==> config.mk <==
export PLATFORM = sky130hd
export DESIGN_NAME = hpd_ctrl
export DESIGN_NICKNAME = d
export VERILOG_FILES = /design/src/rtl/hpd_pkg.sv /design/src/rtl/hpd_sync.sv /design/src/rtl/hpd_qual_timer.sv /design/src/rtl/hpd_fsm.sv /design/src/rtl/hpd_ctrl.sv
export SDC_FILE = /design/constraint.sdc
export NUM_CORES = 1
export LEC_CHECK = 0
export BUFFER_PORTS_ARGS = -buffer_cell sky130_fd_sc_hd__clkbuf_2
export CORE_ASPECT_RATIO = 1.75
export CORE_MARGIN = 1.5
export CORE_UTILIZATION = 60
export DETAILED_ROUTE_END_ITERATION = 8
export PLACE_DENSITY = 0.86
export SYNTH_ARGS = -nofsm -noshare
export SYNTH_HDL_FRONTEND = slang
export SYNTH_SLANG_ARGS = --single-unit
==> constraint.sdc <==
create_clock -name clk_i -period 3 [get_ports clk_i]
set_clock_uncertainty 0.2 [all_clocks]
set_input_delay 0.6 -clock clk_i [delete_from_list [all_inputs] [get_ports clk_i]]
set_output_delay 0.6 -clock clk_i [all_outputs]
set_load 0.01 [all_outputs]
==> src/rtl/hpd_pkg.sv <==
package hpd_pkg;
  typedef enum logic [1:0] {
    ST_IDLE_LOW   = 2'd0,
    ST_QUALIFY    = 2'd1,
    ST_HIGH       = 2'd2,
    ST_FORCED_LOW = 2'd3
  } hpd_state_e;
endpackage

==> src/rtl/hpd_sync.sv <==
module hpd_sync #(
  parameter int unsigned STAGES = 2
) (
  input  logic clk_i,
  input  logic rst_ni,
  input  logic d_i,
  output logic q_o
);
  logic [STAGES-1:0] chain_q;

  always_ff @(posedge clk_i or negedge rst_ni) begin
    if (!rst_ni) chain_q <= '0;
    else         chain_q <= {chain_q[STAGES-2:0], d_i};
  end

  assign q_o = chain_q[STAGES-1];
endmodule

==> src/rtl/hpd_qual_timer.sv <==
module hpd_qual_timer #(
  parameter int unsigned QUAL_CYCLES = 100_000_000
) (
  input  logic clk_i,
  input  logic rst_ni,
  input  logic run_i,
  output logic done_o
);
  localparam int unsigned CW = (QUAL_CYCLES > 2) ? $clog2(QUAL_CYCLES) : 1;
  localparam logic [CW-1:0] LAST = CW'(QUAL_CYCLES - 1);

  logic [CW-1:0] cnt_q;

  always_ff @(posedge clk_i or negedge rst_ni) begin
    if (!rst_ni)            cnt_q <= '0;
    else if (!run_i)        cnt_q <= '0;
    else if (cnt_q != LAST) cnt_q <= cnt_q + 1'b1;
  end

  assign done_o = run_i && (cnt_q == LAST);

  // counter is held at zero outside qualification
  assert_cnt_clear_R4: assert property (@(posedge clk_i) disable iff (!rst_ni)
    !run_i |=> (cnt_q == '0));
  assert_cnt_bound_R3: assert property (@(posedge clk_i) disable iff (!rst_ni)
    cnt_q <= LAST);
endmodule

==> src/rtl/hpd_fsm.sv <==
module hpd_fsm
  import hpd_pkg::*;
(
  input  logic       clk_i,
  input  logic       rst_ni,
  input  logic       pwr_i,
  input  logic       acc_i,
  input  logic       qual_done_i,
  output logic       qual_run_o,
  output hpd_state_e state_o
);
  hpd_state_e st_q, st_d;

  always_comb begin
    st_d = st_q;
    if (acc_i) st_d = ST_FORCED_LOW;
    else begin
      unique case (st_q)
        ST_IDLE_LOW:   if (pwr_i) st_d = ST_QUALIFY;
        ST_QUALIFY:    if (!pwr_i) st_d = ST_IDLE_LOW;
                       else if (qual_done_i) st_d = ST_HIGH;
        ST_HIGH:       if (!pwr_i) st_d = ST_IDLE_LOW;
        ST_FORCED_LOW: st_d = ST_IDLE_LOW;
        default:       st_d = ST_IDLE_LOW;
      endcase
    end
  end

  always_ff @(posedge clk_i or negedge rst_ni) begin
    if (!rst_ni) st_q <= ST_IDLE_LOW;
    else         st_q <= st_d;
  end

  assign qual_run_o = (st_q == ST_QUALIFY);
  assign state_o    = st_q;

  assert_forced_R5: assert property (@(posedge clk_i) disable iff (!rst_ni)
    acc_i |=> (st_q == ST_FORCED_LOW));
  assert_release_R6: assert property (@(posedge clk_i) disable iff (!rst_ni)
    (st_q == ST_FORCED_LOW && !acc_i) |=> (st_q == ST_IDLE_LOW));
  assert_high_entry_R3: assert property (@(posedge clk_i) disable iff (!rst_ni)
    (st_q == ST_HIGH && $past(st_q) != ST_HIGH) |-> $past(st_q) == ST_QUALIFY);
endmodule

==> src/rtl/hpd_ctrl.sv <==
module hpd_ctrl
  import hpd_pkg::*;
#(
  parameter int unsigned QUAL_CYCLES = 100_000_000,
  parameter int unsigned SYNC_STAGES = 2
) (
  input  logic       clk_i,
  input  logic       rst_ni,
  input  logic       pwr5v_i,
  input  logic       edid_acc_i,
  output logic       hpd_o,
  output logic [1:0] state_o
);
  logic       pwr_s;
  logic       qual_run, qual_done;
  hpd_state_e st;

  hpd_sync #(.STAGES(SYNC_STAGES)) u_sync (
    .clk_i(clk_i), .rst_ni(rst_ni), .d_i(pwr5v_i), .q_o(pwr_s)
  );

  hpd_qual_timer #(.QUAL_CYCLES(QUAL_CYCLES)) u_timer (
    .clk_i(clk_i), .rst_ni(rst_ni), .run_i(qual_run), .done_o(qual_done)
  );

  hpd_fsm u_fsm (
    .clk_i(clk_i), .rst_ni(rst_ni), .pwr_i(pwr_s), .acc_i(edid_acc_i),
    .qual_done_i(qual_done), .qual_run_o(qual_run), .state_o(st)
  );

  assign hpd_o   = (st == ST_HIGH);
  assign state_o = st;

  assert_hpd_needs_pwr_R1: assert property (@(posedge clk_i) disable iff (!rst_ni)
    (hpd_o && !pwr_s) |=> !hpd_o);
  assert_hpd_rise_qual_R3: assert property (@(posedge clk_i) disable iff (!rst_ni)
    $rose(hpd_o) |-> $past(qual_done));
  assert_acc_low_R5: assert property (@(posedge clk_i) disable iff (!rst_ni)
    edid_acc_i |=> !hpd_o);
endmodule

==> results of run 1 <==
## registers in the layout, indices dropped and copies added (netlist names)
register and cells:
u_sync.chain_q 2, u_fsm.state_o 2, u_timer.cnt_q 27
## power breakdown
group / internal, mW / total, mW / switching [mW]
clock: 0.268 / 0.422 / 0.154
combinational: 0.00748 / 0.0292 / 0.0217
sequential: 0.423 / 0.427 / 0.00391
## how the worst max path moves through the flow
stage | depth (start not counted) | slack (ps) | start | endpoint
floorplan | 6 | 1050 | u_timer.cnt_q[0] | u_fsm.state_o[0]
global route | 6 | 790 | u_timer.cnt_q[0] | u_timer.cnt_q[1]
global placement | 6 | 960 | u_timer.cnt_q[0] | u_timer.cnt_q[1]
CTS | 6 | 880 | u_timer.cnt_q[0] | u_fsm.state_o[0]
finish | 6 | 880 | u_timer.cnt_q[0] | u_fsm.state_o[0]
detailed placement | 6 | 900 | u_timer.cnt_q[0] | u_fsm.state_o[0]
## layout by cell type, fill, tap and decap left out, types with 4 or more instances in the layout
| cell type | count |
|---|---|
| sky130_fd_sc_hd__nand2_1 | 14 |
| sky130_fd_sc_hd__a21oi_1 | 7 |
| sky130_fd_sc_hd__and3_1 | 5 |
| sky130_fd_sc_hd__nand4_1 | 6 |
| sky130_fd_sc_hd__clkbuf_8 | 6 |
| sky130_fd_sc_hd__nor2_1 | 26 |
| sky130_fd_sc_hd__nand3_1 | 11 |
| sky130_fd_sc_hd__xor2_1 | 18 |
| sky130_fd_sc_hd__o21ai_0 | 4 |
| sky130_fd_sc_hd__clkbuf_2 | 6 |
| sky130_fd_sc_hd__dfrtp_1 | 31 |
## cells by family (layout without fill, tap and decap cells)
logic type / after synthesis / in the layout / synth area share
and+or+nand+nor: 82 / 82 / 0.292
DFF: 31 / 31 / 0.509
xor gates and xnor gates: 19 / 19 / 0.109
AOI/OAI and AO/OA: 16 / 16 / 0.0607
buffers and inverters: 6 / 17 / 0.0148
adders and majority gates: 1 / 1 / 0.00820
muxes: 1 / 1 / 0.00656
## per-stage QoR
| stage | power (mW) | instance area [sq um] |
|---|---|---|
| 2_1_floorplan | 0.449 | 1530 |
| 3_3_place_gp | 0.464 | 1580 |
| 3_5_place_dp | 0.465 | 1580 |
| 4_1_cts | 0.889 | 1700 |
| 5_1_grt | 0.906 | 1700 |
| 6_report | 0.878 | 1700 |
## layer usage
layer  share of wire  wire, um  track usage
met5               0         0            0
met2            0.53      1520        0.391
met4           0.023        64        0.108
met1            0.41      1180        0.261
met3           0.027        78       0.0577
## cell type report
| type | count | area (sq um) |
|---|---|---|
| Clock buffer | 6 | 82.6 |
| Sequential cell | 31 | 776 |
| Clock inverter | 2 | 35.0 |
| Tap cell | 26 | 32.5 |
| Inverter | 2 | 7.51 |
| Timing Repair Buffer | 7 | 37.5 |
| Fill cell | 183 | 764 |
| Multi-Input combinational cell | 119 | 727 |
==> load_flow_metrics.sql, run 1 <==
INSERT INTO impl_metrics (metric_group, metric, value, unit) VALUES
('outcome', 'run_status', 'completed', ''),
('final_layout', 'postLayoutCoreUtil', '0.690', ''),
('setup_path', 'cp_common_cell', 'sky130_fd_sc_hd__nand2_1', ''),
('sta', 'min_period_over_period', '0.706', ''),
('detailed_routing', 'firstDrtPassIters', '4', ''),
('global_routing', 'antenna_violations_before_repair', '0', ''),
('clock_tree', 'cts_tree', 'built', ''),
('clock_tree', 'worst_skew_pair.late_latency', '290', 'ps'),
('die', 'num_io_pins', '7', ''),
('sta', 'timing.setup.tns', '0', 'ps'),
('logic_synthesis', 'yosysWarningCount', '0', ''),
('placement', 'dp_slack', '896', 'ps'),
('logic_synthesis', 'netlist_instances', '156', ''),
('clock_tree', 'clock_tree.buffer_depth', '2', ''),
('global_routing', 'track_usage', '0.236', ''),
('setup_path', 'cp_data_arrival_time', '2100', 'ps'),
('placement', 'portBuffers', '6', ''),
('setup_path', 'critical_path.top_delay_family', 'simple AND/OR/NAND/NOR gates', ''),
('min_path', 'timing.hold.worst_path_depth', '0', ''),
('setup_path', 'timing.critical_path.slowest_stage_cell', 'sky130_fd_sc_hd__dfrtp_1', ''),
('clock_tree', 'cts_hold_bufs', '0', ''),
('sta', 'worst_pin_slew', '819', 'ps'),
('setup_path', 'r2r_cells', '6', ''),
('setup_path', 'reg2reg_setup_slack', '880', 'ps'),
('pwr', 'vdd.ir_drop.worst', '0.557', 'mV'),
('setup_path', 'classification_of_the_worst_setup_path', 'flop to flop', ''),
('detailed_routing', 'detail_route.iter0.violations', '43', ''),
('logic_synthesis', 'yosys-top-cells-count', 'sky130_fd_sc_hd__dfrtp_1, sky130_fd_sc_hd__nor2_1, sky130_fd_sc_hd__xor2_1', ''),
('setup_path', 'worstPathMaxFanout', '10', ''),
('global_routing', 'grt_pass1_wl', '4620', 'um'),
('setup_path', 'critical-path-max-stage-delay', '380', 'ps'),
('detailed_routing', 'drcViolationCount', '0', ''),
('die', 'initial_utilization', '0.619', ''),
('placement', 'dp_hpwl', '2020', 'um'),
('logic_synthesis', 'syn_area_per_cell', '9.78', 'sq um'),
('clock_tree', 'tritoncts.num_buffers', '5', ''),
('logic_synthesis', 'most_numerous_cell_in_the_yosys_netlist', 'sky130_fd_sc_hd__dfrtp_1', ''),
('detailed_routing', 'postRouteAntennaNets', '0', ''),
('logic_synthesis', 'synth_async_sr_flop_share', '1.00', ''),
('sta', 'timing.max_slew.rel_slack', '0.452', ''),
('sta', 'setup_repair_after_global_routing_missed_its_margin', 'no', ''),
('setup_path', 'reg2reg_to', 'u_fsm.state_o[0]', ''),
('sta', 'holdWs', '148', 'ps'),
('global_routing', 'via_count_of_the_first_global_routing_pass', '1065', ''),
('clock_tree', 'cts.sink_count', '31', ''),
('detailed_routing', 'route.vias.total', '1134', ''),
('clock_tree', 'cts-root-buf', 'sky130_fd_sc_hd__clkbuf_8', ''),
('clock_tree', 'clk_pin_slew_worst_paths', '70', 'ps'),
('logic_synthesis', 'yosys_most_used_dff', 'sky130_fd_sc_hd__dfrtp_1', ''),
('sta', 'setup-violations-final', '0', ''),
('min_path', 'hp-class', 'flop to flop', ''),
('detailed_routing', 'detail_route.vias_per_cell', '5.88', ''),
('logic_synthesis', 'synth_area_leader_cell', 'sky130_fd_sc_hd__dfrtp_1', ''),
('logic_synthesis', 'synth.net_count', '161', ''),
('sta', 'final.setup.worst_slack', '882', 'ps'),
('pwr', 'leakage', '0.734', 'nW'),
('setup_path', 'critical_path.cell_chain', 'ha_1 -> nand2_1 -> or3_4 -> nor3_4 -> nand2_1 -> a31o_1', ''),
('logic_synthesis', 'synth.area.top_cells', 'sky130_fd_sc_hd__dfrtp_1, sky130_fd_sc_hd__xor2_1, sky130_fd_sc_hd__nor2_1', ''),
('clock_tree', 'cts_setup_buffers', '0', ''),
('placement', 'dpl.cell_count', '185', ''),
('logic_synthesis', 'ys_ff_latch', '31', ''),
('sta', 'finalHoldViolCount', '0', ''),
('flow_run', 'max-cap-violations', '0', ''),
('clock_tree', 'cts-htree-levels', '2', ''),
('logic_synthesis', 'synth_cell_type_count', '32', ''),
('final_layout', 'finish.cell_count_without_fillers', '193', ''),
('logic_synthesis', 'synth_sequential_area_ratio', '0.509', ''),
('die', 'die_w', '41.1', 'um'),
('sta', 'maxSlewViolCount', '0', ''),
('global_routing', 'final_global_route_overflow_total', '0', ''),
('final_layout', 'diodes', '0', '');
Note: power is estimated with default switching activity, not from simulation.
==> run 2: changes to the inputs <==
--- a/config.mk
+++ b/config.mk
@@ -8,9 +8,9 @@
 export BUFFER_PORTS_ARGS = -buffer_cell sky130_fd_sc_hd__clkbuf_2
 export CORE_ASPECT_RATIO = 1.75
 export CORE_MARGIN = 1.5
-export CORE_UTILIZATION = 60
+export CORE_UTILIZATION = 54
 export DETAILED_ROUTE_END_ITERATION = 8
-export PLACE_DENSITY = 0.86
+export PLACE_DENSITY = 0.82
 export SYNTH_ARGS = -nofsm -noshare
 export SYNTH_HDL_FRONTEND = slang
 export SYNTH_SLANG_ARGS = --single-unit
==> constraint.sdc (replaced) <==
create_clock -name clk_i -period 1.7 [get_ports clk_i]
set_clock_uncertainty 0.2 [all_clocks]
set_input_delay 0.34 -clock clk_i [delete_from_list [all_inputs] [get_ports clk_i]]
set_output_delay 0.34 -clock clk_i [all_outputs]
set_load 0.01 [all_outputs]
==> run 2 against run 1 <==
  * The flow now finishes with violations (setup timing)
  * Die area grew 10%
  * Routed wire length grew 100%
  * Critical endpoint is now u_timer.cnt_q[1]
  * Sequential power grew 77%
  * Worst hold slack lost 81 ps
  * Largest power group unchanged
==> load_flow_metrics.sql, run 2 (synthesis results as in run 1) <==
INSERT INTO impl_metrics (metric_group, metric, value, unit) VALUES
('final_layout', 'largest_register_ffs', '27', ''),
('global_routing', 'final_global_route_overflow_total', '0', ''),
('sta', 'fmaxAchievable', '0.499', 'GHz'),
('setup_path', 'critical_path.top_delay_family', 'simple AND/OR/NAND/NOR gates', ''),
('global_routing', 'gr-usage-met2', '0.564', ''),
('placement', 'gp_congestion', '0.835', ''),
('outcome', 'violations', 'setup timing', ''),
('detailed_routing', 'firstDrtPassIters', '5', ''),
('die', 'floorplan.core_area', '0.00269', 'sq mm'),
('sta', 'timing.max_slew.rel_slack', '0.731', ''),
('pwr', 'vdd.ir_drop.worst', '0.946', 'mV'),
('setup_path', 'timing.critical_path.buf_inv', '1', ''),
('die', 'initial_utilization', '0.567', ''),
('min_path', 'hp-class', 'input pin to flop', ''),
('final_layout', 'top_register_by_number_of_flip_flops', 'u_timer.cnt_q', ''),
('final_layout', 'finish.cell_count_without_fillers', '248', ''),
('setup_path', 'critical_path_end_type', 'flop', ''),
('die', 'num_io_pins', '7', ''),
('global_routing', 'global_route.usage.met1', '0.331', ''),
('clock_tree', 'worst_skew_pair.late_latency', '290', 'ps'),
('sta', 'finalCriticalPeriod', '2000', 'ps'),
('setup_path', 'critical_path.cell_chain', 'ha_2 -> nand2_2 -> or3_4 -> nor3_4 -> buf_6 -> mux2i_1 -> nor2_1', ''),
('global_routing', 'antenna_violations_before_repair', '0', ''),
('clock_tree', 'cts-root-buf', 'sky130_fd_sc_hd__clkbuf_8', ''),
('global_routing', 'grt.busiest_layer', 'met2', ''),
('detailed_routing', 'detail_route.vias_per_cell', '6.53', ''),
('sta', 'worst_pin_slew', '404', 'ps'),
('global_routing', 'grt_pass1_wl', '7370', 'um'),
('global_routing', 'track_usage', '0.321', ''),
('detailed_routing', 'route.vias.total', '1619', ''),
('final_layout', 'postLayoutCoreUtil', '0.868', ''),
('clock_tree', 'clk_pin_slew_worst_paths', '70', 'ps'),
('setup_path', 'critical-path-max-stage-delay', '380', 'ps'),
('final_layout', 'mostFrequentLayoutCell', 'sky130_fd_sc_hd__buf_4', ''),
('clock_tree', 'cts-htree-levels', '2', ''),
('setup_path', 'cp_data_arrival_time', '1980', 'ps'),
('sta', 'min_period_over_period', '1.18', ''),
('setup_path', 'worstPathRequired', '1670', 'ps'),
('detailed_routing', 'drt_wl_total', '5670', 'um'),
('final_layout', 'drive_gt1_frac', '0.462', ''),
('sta', 'setup_repair_after_global_routing_missed_its_margin', 'yes', ''),
('setup_path', 'worstPathMaxFanout', '5', ''),
('detailed_routing', 'detail_route.iter0.violations', '112', ''),
('clock_tree', 'clock_tree.buffer_depth', '2', ''),
('detailed_routing', 'drcViolationCount', '0', ''),
('final_layout', 'layout.nets', '225', ''),
('global_routing', 'use_met3', '0.0590', ''),
('pwr', 'leakage', '1.08', 'nW'),
('final_layout', 'commonest_cells_after_routing_fill_and_taps_aside', 'sky130_fd_sc_hd__buf_4, sky130_fd_sc_hd__dfrtp_1, sky130_fd_sc_hd__nor2_1', ''),
('detailed_routing', 'postRouteAntennaNets', '0', ''),
('setup_path', 'timing.critical_path.slowest_stage_cell', 'sky130_fd_sc_hd__dfrtp_1', ''),
('flow_run', 'max-cap-violations', '0', ''),
('placement', 'portBuffers', '6', ''),
('clock_tree', 'cts.sink_count', '31', ''),
('clock_tree', 'tritoncts.num_buffers', '5', ''),
('setup_path', 'classification_of_the_worst_setup_path', 'flop to flop', ''),
('final_layout', 'diodes', '0', ''),
('sta', 'setup-violations-final', '29', ''),
('die', 'std_cell_rows', '25', ''),
('setup_path', 'cp_startpoint_kind', 'flop', ''),
('sta', 'maxSlewViolCount', '0', ''),
('die', 'die_w', '43.2', 'um'),
('global_routing', 'via_count_of_the_first_global_routing_pass', '1586', ''),
('die', 'die_area', '0.00316', 'sq mm'),
('outcome', 'run_status', 'complete, but fails checks', ''),
('sta', 'finalHoldViolCount', '0', ''),
('global_routing', 'grt_start_max_net_pins', '32', ''),
('final_layout', 'syn_to_final_growth', '53.2', '%'),
('placement', 'dpl.cell_count', '225', ''),
('die', 'fp.dieH', '73.3', 'um'),
('sta', 'final.setup.worst_slack', '-304', 'ps'),
('pwr', 'powerDensity', '637', 'mW/mm^2'),
('placement', 'dp_hpwl', '2600', 'um'),
('clock_tree', 'cts_tree', 'built', ''),
('detailed_routing', 'post_drt_wl_per_cell', '22.9', 'um'),
('pwr', 'total_power', '1.49', 'mW');
run 2: path summary, 6_finish.rpt:
kind	start	end	slack, ps	depth (start not counted)
setup reg to reg	u_timer.cnt_q[1]	u_timer.cnt_q[1]	-300	7
hold reg to reg	u_sync.chain_q[0]	u_sync.chain_q[1]	200	0
hold / removal	edid_acc_i	u_fsm.state_o[0]	70	2
setup / recovery	u_timer.cnt_q[1]	u_timer.cnt_q[1]	-300	7
max in group asynchronous	rst_ni	u_timer.cnt_q[11]	540	3
min in group asynchronous	rst_ni	u_timer.cnt_q[10]	460	3
run 2: layout make-up:
type	instances	area [sq um]
fillers	111	354
well taps	27	33.8
multi-input cells	120	925
repair buffers	60	494
inverters	2	7.51
clock buffers	8	100
flip-flops and latches	31	776
run 2: repair_timing:
action / in CTS / in global routing
buffers inserted: 4 / 9
endpoints found under the hold margin: 32 / 0
gates resized for setup: 27 / 27
pin swaps: 13 / 28
endpoints found under the setup margin: 28 / 29
hold buffers: 2 / 0
gates cloned: 1 / 1
run 2: through the flow:
| step | TNS (ps) | hold WS [ps] | setup slack, ps | instance area (sq um) |
|---|---|---|---|---|
| floorplan | -1500 | -156 | -156 | 1530 |
| global placement | -929 | 133 | -142 | 1890 |
| detailed placement | -2160 | 142 | -244 | 1890 |
| CTS | -1660 | 68.7 | -205 | 2140 |
| global route | -5150 | 92.4 | -344 | 2340 |
| finish | -4220 | 67.1 | -304 | 2340 |
run 2: metal layers:
layer  vias up  share of wire  wire length [um]
met5         -              0                 0
met4         0          0.049               278
met3        36          0.074               421
met2       124           0.52              2930
met1       790           0.36              2040
li1        669              -                 -
run 2: report_power, final:
group	total [mW]	internal (mW)	switching, mW
combinational	0.0852	0.0306	0.0545
clock	0.649	0.369	0.280
sequential	0.755	0.746	0.00862
total	1.49	1.15	0.343
